### src/rtl/gain_ep_pkg.sv
// Shared types for the serial gain endpoint.
// Assumes: one frame per select pulse, direction bit first.
package gain_ep_pkg;
    typedef enum logic [1:0] {
        PH_IDLE = 2'd0,   // waiting for direction bit
        PH_WR   = 2'd1,   // receiving code bits
        PH_RD   = 2'd2,   // sending code bits
        PH_DONE = 2'd3    // frame over, ignore until select drops
    } frame_ph_t;
endpackage

### src/rtl/ep_frame_ctl.sv
// Frame sequencer: decodes the direction bit and counts the code bits.
// Assumes sel is high for a whole frame; a low sel aborts and rearms.
module ep_frame_ctl
    import gain_ep_pkg::*;
#(
    parameter int CODE_W = 4
) (
    input  logic clk,
    input  logic rst_n,
    input  logic sel,
    input  logic sdi,
    output logic load_rd,
    output logic shift_rd,
    output logic shift_wr,
    output logic commit
);
    localparam int CNT_W = (CODE_W > 2) ? $clog2(CODE_W) : 1;
    localparam logic [CNT_W-1:0] LAST = CNT_W'(CODE_W - 1);

    frame_ph_t        ph;
    logic [CNT_W-1:0] cnt;

    // Phase and bit counter; cleared whenever the channel is deselected.
    always_ff @(posedge clk) begin
        if (!rst_n || !sel) begin
            ph  <= PH_IDLE;
            cnt <= '0;
        end else begin
            case (ph)
                PH_IDLE: begin
                    ph  <= sdi ? PH_RD : PH_WR;
                    cnt <= '0;
                end
                PH_WR, PH_RD: begin
                    if (cnt == LAST) begin
                        ph  <= PH_DONE;
                        cnt <= '0;
                    end else begin
                        cnt <= cnt + 1'b1;
                    end
                end
                default: ph <= PH_DONE;
            endcase
        end
    end

    // Per-edge strobes to the data path.
    always_comb begin
        load_rd  = rst_n && sel && (ph == PH_IDLE) && sdi;
        shift_wr = rst_n && sel && (ph == PH_WR);
        shift_rd = rst_n && sel && (ph == PH_RD);
        commit   = shift_wr && (cnt == LAST);
    end

    // Framing returns to idle after a deselected edge.
    p_abort_idle_r8: assert property (@(posedge clk) disable iff (!rst_n)
        !sel |=> (ph == PH_IDLE && cnt == '0));

    // At most one data-path action per edge; none after the frame ends.
    p_one_action_r9: assert property (@(posedge clk) disable iff (!rst_n)
        $onehot0({load_rd, shift_rd, shift_wr}));

    p_done_quiet_r9: assert property (@(posedge clk) disable iff (!rst_n)
        (ph == PH_DONE) |-> !(shift_wr || shift_rd || load_rd));
endmodule

### src/rtl/ep_gain_reg.sv
// Gain store: assembles the code bits and clamps them on commit.
// Assumes commit arrives on the edge that samples the last code bit.
// The code has no reset value; only clr or a write defines it.
module ep_gain_reg #(
    parameter int CODE_W   = 4,
    parameter int MAX_CODE = 8
) (
    input  logic              clk,
    input  logic              rst_n,
    input  logic              sdi,
    input  logic              shift_wr,
    input  logic              commit,
    input  logic              clr,
    output logic [CODE_W-1:0] gain
);
    localparam logic [CODE_W-1:0] TOP = CODE_W'(MAX_CODE);

    logic [CODE_W-2:0] wr_sh;
    logic [CODE_W-1:0] word;

    function automatic logic [CODE_W-1:0] clamp(input logic [CODE_W-1:0] c);
        return (c > TOP) ? TOP : c;
    endfunction

    assign word = {wr_sh, sdi};

    // Collect the leading code bits, MSB first.
    always_ff @(posedge clk) begin
        if (shift_wr) wr_sh <= word[CODE_W-2:0];
    end

    // Update the code only on a whole frame or a broadcast clear.
    always_ff @(posedge clk) begin
        if (clr)         gain <= '0;
        else if (commit) gain <= clamp(word);
    end

    // a committed code is always legal.
    p_code_legal_r3: assert property (@(posedge clk) disable iff (!rst_n)
        (commit && !clr) |=> (gain <= TOP));

    // a broadcast clear wins and yields the minimum.
    p_clear_min_r6: assert property (@(posedge clk) disable iff (!rst_n)
        clr |=> (gain == '0));

    // no change to the gain between commits.
    p_no_partial_r2: assert property (@(posedge clk) disable iff (!rst_n)
        (!commit && !clr) |=> $stable(gain));
endmodule

### src/rtl/ep_readback.sv
// Readback shifter: captures the code at the direction bit, then
// presents it MSB first, one bit per read edge. Idle level is 0.
module ep_readback #(
    parameter int CODE_W = 4
) (
    input  logic              clk,
    input  logic              rst_n,
    input  logic              load_rd,
    input  logic              shift_rd,
    input  logic [CODE_W-1:0] gain,
    output logic              sdo
);
    logic [CODE_W-1:0] sh;

    // Snapshot and shift the outgoing code.
    always_ff @(posedge clk) begin
        if (!rst_n) begin
            sh  <= '0;
            sdo <= 1'b0;
        end else begin
            if (load_rd)       sh <= gain;
            else if (shift_rd) sh <= sh << 1;
            sdo <= shift_rd ? sh[CODE_W-1] : 1'b0;
        end
    end

    // the line is only driven high on a read edge.
    p_sdo_idle_r4: assert property (@(posedge clk) disable iff (!rst_n)
        !shift_rd |=> !sdo);
endmodule

### src/rtl/gain_endpoint.sv
// Per-channel serial gain endpoint: write frames set the code,
// read frames return it, clr forces the minimum gain.
// Assumes sel gates all activity; nothing moves while it is low.
module gain_endpoint #(
    parameter int CODE_W   = 4,
    parameter int MAX_CODE = 8
) (
    input  logic              clk,
    input  logic              rst_n,
    input  logic              sel,
    input  logic              sdi,
    input  logic              clr,
    output logic              sdo,
    output logic [CODE_W-1:0] gain
);
    logic load_rd, shift_rd, shift_wr, commit;

    ep_frame_ctl #(.CODE_W(CODE_W)) u_ctl (
        .clk(clk), .rst_n(rst_n), .sel(sel), .sdi(sdi),
        .load_rd(load_rd), .shift_rd(shift_rd),
        .shift_wr(shift_wr), .commit(commit)
    );

    ep_gain_reg #(.CODE_W(CODE_W), .MAX_CODE(MAX_CODE)) u_gain (
        .clk(clk), .rst_n(rst_n), .sdi(sdi), .shift_wr(shift_wr),
        .commit(commit), .clr(clr), .gain(gain)
    );

    ep_readback #(.CODE_W(CODE_W)) u_rb (
        .clk(clk), .rst_n(rst_n), .load_rd(load_rd),
        .shift_rd(shift_rd), .gain(gain), .sdo(sdo)
    );

    // deselected and no clear means the output holds.
    p_idle_stable_r7: assert property (@(posedge clk) disable iff (!rst_n)
        (!sel && !clr) |=> $stable(gain));

    // the return line is quiet after a deselected edge.
    p_idle_sdo_r7: assert property (@(posedge clk) disable iff (!rst_n)
        !sel |=> !sdo);
endmodule

### config.mk
export PLATFORM = sky130hd
export DESIGN_NAME = gain_endpoint
export DESIGN_NICKNAME = d
export VERILOG_FILES = /design/src/rtl/gain_ep_pkg.sv /design/src/rtl/ep_frame_ctl.sv /design/src/rtl/ep_gain_reg.sv /design/src/rtl/ep_readback.sv /design/src/rtl/gain_endpoint.sv
export SDC_FILE = /design/constraint.sdc
export NUM_CORES = 1
export LEC_CHECK = 0
export ABC_CLOCK_PERIOD_IN_PS = 4000
export BUFFER_PORTS_ARGS = -buffer_cell sky130_fd_sc_hd__buf_2
export CORE_UTILIZATION = 40
export DETAILED_ROUTE_END_ITERATION = 7
export PLACE_DENSITY_LB_ADDON = 0.25
export SETUP_SLACK_MARGIN = 0.05
export SLEW_MARGIN = 5
export SYNTH_ARGS = -nofsm -noshare
export SYNTH_HDL_FRONTEND = slang
export SYNTH_HIERARCHICAL = 1
export SYNTH_SLANG_ARGS = --single-unit
### constraint.sdc
create_clock -name clk -period 4 [get_ports clk]
set_input_delay 0.2 -clock clk [delete_from_list [all_inputs] [get_ports clk]]
set_output_delay 0.2 -clock clk [all_outputs]
set_load 0.02 [all_outputs]
# Yosys cells after proc, flatten, opt, wreduce, memory -nomap -nowiden
# Index checks and enable logic that the tools add are counted.
# classes
n_lt_le_gt_ge,1
n_eq_ne,4
n_mux,8
reduce_logical,14
addsub,1
# op_table
op,n
2-to-1 mux 4 bit,3
case mux 2 bit (2 select lines),2
logical AND 1 bit,6
2-to-1 mux 2 bit,3
== test 2 bit (second input constant),2
greater-than comparator 4 bit (second input constant),1
nonzero test 2 bit,2
adder 2 x 1 -> 2 bit (second input constant),1
== test 2 x 1 -> 1 bit (second input constant),1
zero test 1 bit,2
zero test 2 bit,1
!= test 2 x 1 -> 1 bit (second input constant),1
AND reduction 2 bit,1
OR reduction 2 bit,1
logical OR 1 bit,1
# word_totals
in_bits,5
regBits,16
out_inout_bits,5

# Logic depth before layout (Yosys ltp)
# Gate-level depths: netlist of run 1.
# logic_depth
ltp_word,4
ltp_mapped,6
ltp_nobuf,6

# Modules after synthesis
# The synthesis of run 1 kept the hierarchy.
# by_module_without_submodules
module,area_each_um2,instances,cells_each
ep_frame_ctl,257.7,1,29
ep_gain_reg,240.2,1,18
ep_readback,212.7,1,18

# Least setup slack after synthesis of run 1
# No wires, ideal clock.
# synth_path
kind,register -> register
start,register u_ctl.ph[0]
end,register u_rb.sh[1]
t_arrival_ns,1.262
n_path_buf,0
period_less_slack_ns,1.378
path_slack_ns,2.622
required_time_ns,3.884
path_stages_with_launch,6
path_cell_list,dfxtp_1 -> inv_1 -> ha_1 -> and3_1 -> mux2_2 -> o211a_1
# synth_between
elab_cells_between_ends,7
# synth_lines
element,line_no,rtl
start: declaration,ep_frame_ctl.sv:20,frame_ph_t ph;
start signal: assignment,ep_frame_ctl.sv:31,ph <= sdi ? PH_RD : PH_WR;
== test 2 bit,ep_frame_ctl.sv:51,shift_rd = rst_n && sel && (ph == PH_RD);
logical AND 1 bit,ep_frame_ctl.sv:51,
net shift_rd,gain_endpoint.sv:16,"logic load_rd, shift_rd, shift_wr, commit;"
nonzero test 2 bit (no line),n/a,
end signal: assignment,ep_readback.sv:21,if (load_rd) sh <= gain;
end signal: assignment,ep_readback.sv:22,else if (shift_rd) sh <= sh << 1;
end: declaration,ep_readback.sv:13,logic [CODE_W-1:0] sh;
# The timed path passes the listed nets, and every way through them passes these cells.
# A chain may end at the register's enable or synchronous reset.

# Worst setup path in the final report of run 1
# layout_path
start,register u_ctl.ph[1]
end,register u_rb.sh[3]
# layout_between
elab_chain_cells,4
elab_cells_between_ends,7
# layout_lines
element,line_no,rtl
zero test 2 bit (*),ep_frame_ctl.sv:49,load_rd = rst_n && sel && (ph == PH_IDLE) && sdi;
logical AND 1 bit (*) (2 in series),ep_frame_ctl.sv:49,
net load_rd,gain_endpoint.sv:16,
2-to-1 mux 4 bit / nonzero test 2 bit (equally long branches),n/a,
# Mark *: on every way through the listed nets, which the timed path passes. The rest lies on a longest branch.

==> results of run 1 <==
[cell families after synthesis]
logic type	share of synthesized area [%]
compound gates	11.3
buf+inv	1.58
mux	6.16
flops	49.3
fa+ha+maj	8.80
simple gates	22.9
[routing by layer]
metal / vias up / track usage, %
li1: 259 / -
met3: 2 / 3.67
met1: 258 / 22.1
met5: - / 0
met4: 0 / 10.9
met2: 15 / 20.3
[cell type report]
type / instances / share of cell area, %
Sequential cell: 16 / 43.1
Multi-Input combinational cell: 46 / 43.0
Timing Repair Buffer: 9 / 5.55
Clock buffer: 4 / 4.47
Tap cell: 16 / 2.47
Inverter: 3 / 1.39
[layout by cell type, fill, tap and decap left out, drive strengths merged, types with 2 or more instances in the layout]
| cell type | count |
|---|---|
| nand2 | 5 |
| inv | 3 |
| a311oi | 2 |
| clkbuf | 4 |
| nor3b | 2 |
| a21oi | 5 |
| o211a | 3 |
| or2b | 3 |
| nand3b | 4 |
| mux2 | 3 |
| nand2b | 4 |
| buf | 9 |
| ha | 5 |
| dfxtp | 13 |
| and3 | 3 |
| nor2 | 2 |
| edfxtp | 3 |
[synth_stat cells (all sizes together)]
| library cell | n | share of area [%] |
|---|---|---|
| dfxtp | 13 | 37 |
| a21oi | 5 | 3.5 |
| ha | 5 | 8.8 |
| nand2 | 5 | 2.6 |
| nand2b | 4 | 3.5 |
| nand3b | 4 | 4.2 |
| and3 | 3 | 2.6 |
| edfxtp | 3 | 13 |
| inv | 3 | 1.6 |
| mux2 | 3 | 4.8 |
| o211a | 3 | 4.2 |
| or2b | 3 | 3.2 |
| a311oi | 2 | 2.5 |
| nor2 | 2 | 1.1 |
| nor3b | 2 | 2.1 |
| a21boi | 1 | 1.1 |
| and2 | 1 | 0.88 |
| mux2i | 1 | 1.4 |
| or3b | 1 | 1.2 |
| or4b | 1 | 1.4 |
[power breakdown]
part	switching (mW)	total [mW]	leakage (nW)	internal, mW
clock network	0.0503	0.106	0.0210	0.0553
registers	0.00357	0.172	0.132	0.169
logic	0.0146	0.0286	0.218	0.0140
total	0.0685	0.307	0.372	0.238
[stage by stage]
stage / util (%) / cells / cell area [µm²] / hold WS [ps]
after floorplan: - / 65 / 711 / 269
after CTS: 51.5 / 94 / 812 / 107
after global placement: 49.2 / 90 / 776 / 416
final: 51.5 / 94 / 812 / 115
after detailed placement: 49.2 / 90 / 776 / 416
after global routing: 51.5 / 94 / 812 / 99.7
[path summary, 6_finish.rpt]
kind / start / end / depth (start not counted)
max: u_ctl/ph[1] / u_rb/sh[3] / 6
max reg2reg: u_ctl/ph[1] / u_rb/sh[3] / 6
min reg2reg: u_gain/wr_sh[0] / u_gain/wr_sh[1] / 0
min: clr / u_gain/gain[0] / 2
[flip-flops by register name, indices dropped and copies added (netlist names)]
name	count
u_ctl/cnt	2
u_rb/sdo	1
u_gain/wr_sh	3
u_gain/gain	4
u_ctl/ph	2
u_rb/sh	4
==> results by stage, run 1 <==
Clock network:
- The number of buffers between clock root and the deepest sink is 2.
- The number of gates resized after CTS is 0.
- TritonCTS built the clock tree.
- For this design, the sink count on the clock tree is 16.
- The clock-pin transition on the worst setup and hold timing paths is 90 ps.
- TritonCTS created 3 clock buffers.
- The number of H-tree levels is 1.
- After clock tree synthesis, the setup repair step added 0 buffers.
- The library cell used as clock root buffer is sky130_fd_sc_hd__clkbuf_4.
- The post-cts hold buffer count is 0.
- The clock reaches the later pin of the worst-skew pair after 280 ps.

Min path:
- In this run the worst hold path is classified as primary input to flop.

Setup path:
- On the critical path, the stage with the largest delay is an instance of sky130_fd_sc_hd__dfxtp_1.
- For the worst setup path, the data arrival time is 1700 ps.
- STA classifies the critical path startpoint as a flop.
- In this design, the largest share of critical-path delay is due to simple AND/OR/NAND/NOR gates.
- STA classifies the critical path endpoint as a flop.
- The critical path goes through inv_1, ha_1, nand2_1, nor2_1, or2b_1, o211a_1.
- The largest single stage delay on the critical path is 350 ps.
- The worst setup slack for register-to-register paths is 2480 ps.
- The number of buffer and inverter instances along the worst setup path is 1.
- By startpoint and endpoint, the worst setup path is classified as flop to flop.
- The required time at the worst-slack endpoint is 4180 ps.
- In this run the worst path has a maximum fanout of 8.

Final layout:
- The multi-input combinational cells in the finished layout cover a total of around 350 µm².
- The growth of design area from synthesis to finish is 14.3%.
- The number of filler cells placed in the layout is 145.
- The count of inserted antenna diode cells is 0.
- The sequential cell area is 350 µm².
- The net total in the final layout is between 80 and 90.
- The post-route netlist has 20.5% of its cells at a drive strength greater than 1.

STA:
- After layout, the worst path uses about 38% of the clock period.
- The number of hold violations in the final report came to 0.
- Setup repair after global routing left no endpoint under its margin.
- The final max-slew violation count is 0.
- The maximum frequency from static timing analysis is 658 MHz.
- Headroom to the max-slew limit came out at between 70 and 80%.
- The worst clock skew is 1.75 ps.
- The sum of negative setup slack is 0 ps.
- The actual transition at the worst max-transition pin is 432 ps.
- Setup violations remaining at the end of the flow were counted as 0.
- Counting I/O delays and the setup requirement, the final critical path takes between 1500 and 2000 ps.
- After layout, the worst setup slack is 2480 ps.

Power and ir drop:
- The worst-case vdd ir drop is 0.163 mV.
- The total power after layout is 0.307 mW.
- In this run the power density over the cells is 378 nW/µm².
- The leakage power summed over all cells is roughly 0.37 nW.

Die:
- The standard cell core area is 1580 µm².
- The number of standard-cell rows in the floorplan is 14.
- From bottom edge to top edge, the die measures 44.2 µm.
- The die span in x is around 44 µm.
- Once the floorplan was initialized, standard cells occupied 45.1% of the core.
- The die covers 1950 µm².
- During I/O placement, the number of pins put on the boundary was 10.

Global routing:
- For this run the aggregate overflow at the end of global routing stands at 0.
- The number of antenna violations at the first check in global routing is 0.
- The global-route wire length before repair is 2150 µm.
- The total track usage is 15.5%.
- Entering global routing, the biggest net connects 10 pins.
- The via count of the first global-routing pass is approximately 500.

Job:
- Across the run, the number of max-cap violations was 0.

Route:
- In the routed design, unresolved DRC markers number 0.
- The number of DRC markers after the initial detailed-route iteration is 9.
- The ratio of routed vias to standard cells is 5.68.
- After detailed routing, the average wire length per cell comes to between 10 and 15 µm.
- The routed wire length on met3 is around 80 µm.
- The routed wire length is 1220 µm.
- The number of vias in the routed layout is ~530.
- The number of detailed-route iterations in the first pass is 6.
- The residual antenna-violating net count after detailed routing is 0.
- For this block, wires on met1 add up to ~620 µm.
- The highest metal layer used by the detailed router is met4.
- The routed length on met2 is 497 µm.

Synth:
- The number of standard cells after synthesis is 65.
- Summing every instance area after synthesis gives a little over 700 µm².
- The sequential area share after synthesis is 49.3%.
- Counting every net in the synthesized netlist gives 75.
- The number of unique standard cell types used by synthesis is 20.
- The post-synthesis register bit count is 16.
- Dividing the synthesized area by the synthesized cell count gives 10.9 µm².
- The count of synthesis-stage warnings from yosys is 6.

Placement:
- The routability-driven placement congestion ratio is 0.730.
- The wire-length estimate of the detail-placed layout is 905 µm.
- Before CTS, the worst setup slack after placement is 2500 ps.
- The count of buffers added on input and output ports is 9.

Outcome:
- The flow ran to the end, and the final reports show no timing, DRC or antenna violations.
(Power assumes the default switching activity.)
==> run 2: changes to the inputs <==
ABC_CLOCK_PERIOD_IN_PS = 1510   (was 4000)
clock period = 1.51 ns   (was 4 ns; I/O delays follow)
==> results by stage, run 2 (same netlist as run 1, synthesis figures left out) <==
Outcome:
- Outcome: completed (unchanged).

Setup path:
- The critical path endpoint category is a flop (unchanged).
- The required time at the worst-slack endpoint is 1720 ps (was 4180 ps).
- The top fanout value on the critical path was 5 (was 8).
- The arrival time at the worst endpoint came to 1620 ps (was 1700 ps).
- Critical path cell sequence: inv_1, ha_1, or4b_1, a21oi_1 (was inv_1, ha_1, nand2_1, nor2_1, or2b_1, o211a_1).
- The kind of critical path is flop to flop (unchanged).
- The capturing point of the worst reg2reg path is u_ctl/cnt[0] (was u_rb/sh[3]).
- The nature of the critical path startpoint is a flop (unchanged).
- The launch point of the worst reg-to-reg path is u_ctl/ph[1] (unchanged).
- The critical path's largest stage delay is 440 ps (was 350 ps).
- The worst setup slack for register-to-register paths is 110 ps (was 2480 ps).
- The cell with the biggest individual delay on the critical path is sky130_fd_sc_hd__or4b_1 (was sky130_fd_sc_hd__dfxtp_1).
- The number of cells on the worst reg-to-reg path was 4 (was 6).

Job:
- The reported max-cap violation count is 0 (unchanged).

Route:
- The residual antenna-violating net count after detailed routing is 0 (unchanged).
- The number of remaining DRC errors is 0 (unchanged).
- The average wire length per cell after detail routing came to 13.2 µm (was 12.9 µm).
- The number of vias in the routed layout is 520 (was 534).
- The ratio of routed vias to standard cells came to 5.36 (was 5.68).
- The number of DRC markers after the initial detailed-route iteration is 5 (was 9).
- The routed wire length is 1280 µm (was 1220 µm).
- The number of detailed-route iterations in the first pass came to 6 (unchanged).

Die:
- The full die area came to 1950 µm² (unchanged).
- The die span in x came to 44.2 µm (unchanged).
- The starting density of the core came to 45.1% (unchanged).
- The top-level I/O count is 10 (unchanged).
- The number of standard-cell rows in the floorplan is 14 (unchanged).
- The overall die height is 44.2 µm (unchanged).
- The standard cell core area is 1580 µm² (unchanged).

Final layout:
- The final instance area was 848 µm² (was 812 µm²).
- The count of inserted antenna diode cells came to 0 (unchanged).
- The final standard cell count with taps included and fillers excluded is 97 (was 94).
- The most common library cell in the layout ignoring fill and taps is sky130_fd_sc_hd__dfxtp_1 (unchanged).
- The number of filler cells placed in the layout is 135 (was 145).
- The utilization after layout came to 53.8% (was 51.5%).
- Leading registers by flop count: u_gain/gain (4), u_rb/sh (4), u_gain/wr_sh (3) (unchanged).
- The growth of design area from synthesis to finish is 19.4% (was 14.3%).
- The fraction of layout instances using a drive strength above 1 is 29.6% (was 20.5%).
- The net total in the final layout is 92 (was 89).
- Leading cell types in the layout, fill and taps excluded: sky130_fd_sc_hd__dfxtp_1, sky130_fd_sc_hd__buf_2, sky130_fd_sc_hd__nand2_1, sky130_fd_sc_hd__a21oi_1, sky130_fd_sc_hd__ha_1 (unchanged).

Clock network:
- The clock latency reported for the late side of the worst-skew pair is 280 ps (about the same).
- The clock tree from TritonCTS is done (unchanged).
- The clock-pin transition on the worst setup and hold timing paths came to 90 ps (about the same).
- The number of H-tree levels is 1 (unchanged).
- The library cell used as clock root buffer is sky130_fd_sc_hd__clkbuf_4 (unchanged).
- The number of buffers created by CTS is 3 (unchanged).
- The number of buffers between clock root and the deepest sink is 2 (unchanged).
- The setup fix buffers added after clock tree synthesis is 0 (unchanged).
- The total number of clock tree sinks came to 16 (unchanged).

STA:
- The minimum clock period came to 1400 ps (was 1520 ps).
- The actual transition at the worst max-transition pin is 257 ps (was 432 ps).
- The number of hold violations in the final report is 0 (unchanged).
- The headroom to the max-slew limit is 82.8% (was 71.1%).
- The final max-slew violation count is 0 (unchanged).
- The final cycle utilization of the critical path came to 93.0% (was 38.0%).
- The sum of negative setup slack is 0 ps (unchanged).
- The worst clock skew is 4.91 ps (was 1.75 ps).
- The final setup violation count is 0 (unchanged).
- The maximum frequency from static timing analysis is 712 MHz (was 658 MHz).
- Setup repair after global routing missed its margin: true (was false).

Global routing:
- The via count of the first global-routing pass is 519 (was 490).
- The maximum number of pins on one net before global-route repair is 10 (unchanged).
- The total track usage is 15.7% (was 15.5%).
- The global-route wire length before repair is 2190 µm (was 2150 µm).
- The number of antenna violations at the first check in global routing was 0 (unchanged).
- The residual overflow from global routing is 0 (unchanged).

Min path:
- The class of the most critical hold timing path is primary input to flop (unchanged).
- The worst hold path endpoint is u_gain/wr_sh[0] (was u_gain/gain[0]).
- The hold path startpoint is sdi (was clr).
- The number of cells traversed by the worst hold path is 1 (was 2).

Power and ir drop:
- The total power after layout is 0.822 mW (was 0.307 mW).
- The leakage power summed over all cells is 0.386 nW (was 0.372 nW).
- The worst-case vdd ir drop is 0.529 mV (was 0.163 mV).
- The power density over the cells was 969 nW/µm² (was 378 nW/µm²).

Placement:
- The routability-driven placement congestion ratio is 0.728 (was 0.730).
- The post-placement cell count came to 92 (was 90).
- The half-perimeter wire length after placement was 951 µm (was 905 µm).
- The number of I/O port buffers came to 9 (unchanged).
- The placed cell area came to 791 µm² (was 776 µm²).
## run 2: timing repair
item                                    CTS  global route
hold buffers                              1             0
pin swaps                                 0             0
hold endpoints to repair                  4             0
endpoints found under the setup margin    3             8
resized for setup                         2             5
## run 2: metal layers
layer	GRT usage [%]	vias up	wire length, µm
met1	21.2	246	701
met3	3.67	2	29
met4	9.09	0	9
met5	0	-	0
met2	22.9	8	536
li1	-	264	-
## run 2: per-stage QoR
| stage | hold WS, ps | setup WS [ps] |
|---|---|---|
| 2_1_floorplan | 145 | 132 |
| 3_3_place_gp | 291 | 65.5 |
| 3_5_place_dp | 291 | 44.4 |
| 4_1_cts | 35.1 | 56.8 |
| 5_1_grt | 39.8 | 26.8 |
| 6_report | 48.0 | 106 |
## run 2: critical path: cells and delay by family, from the launching register on
| kind | cells | cell delay [ps] |
|---|---|---|
| AO/OA/AOI/OAI | 1 | 120 |
| adder cells (fa/ha/maj) | 1 | 340 |
| buffers and inverters | 1 | 70 |
| AND/OR/NAND/NOR | 1 | 440 |
| flip-flops | 1 | 360 |
## run 2: worst max path at each step
stage	from	end	slack, ps	cells after the start
final	u_ctl/ph[1]	u_ctl/cnt[0]	110	4
after global routing	u_ctl/ph[1]	u_ctl/cnt[0]	30	4
after CTS	u_ctl/ph[1]	u_ctl/cnt[0]	60	4
after detailed placement	u_ctl/ph[0]	u_rb/sh[3]	40	5
after global placement	u_ctl/ph[0]	u_rb/sh[3]	70	5
after floorplan	u_ctl/ph[0]	u_rb/sh[1]	130	5
## run 2: where the power goes
part | internal, mW | leakage, nW | total, mW | switching [mW]
registers | 0.448 | 0.133 | 0.458 | 0.00997
clock network | 0.147 | 0.0210 | 0.277 | 0.130
logic | 0.0427 | 0.232 | 0.0876 | 0.0450
total | 0.637 | 0.386 | 0.822 | 0.185
## run 2: layout make-up
| type | count | area, µm² | share of cell area [%] |
|---|---|---|---|
| sequential | 16 | 353 | 41.6 |
| clock buffer | 4 | 36.3 | 4.28 |
| timing repair buffer | 12 | 70.1 | 8.26 |
| multi-input combinational | 46 | 358 | 42.2 |
| tap | 16 | 20.0 | 2.36 |
| inverter | 3 | 11.3 | 1.33 |
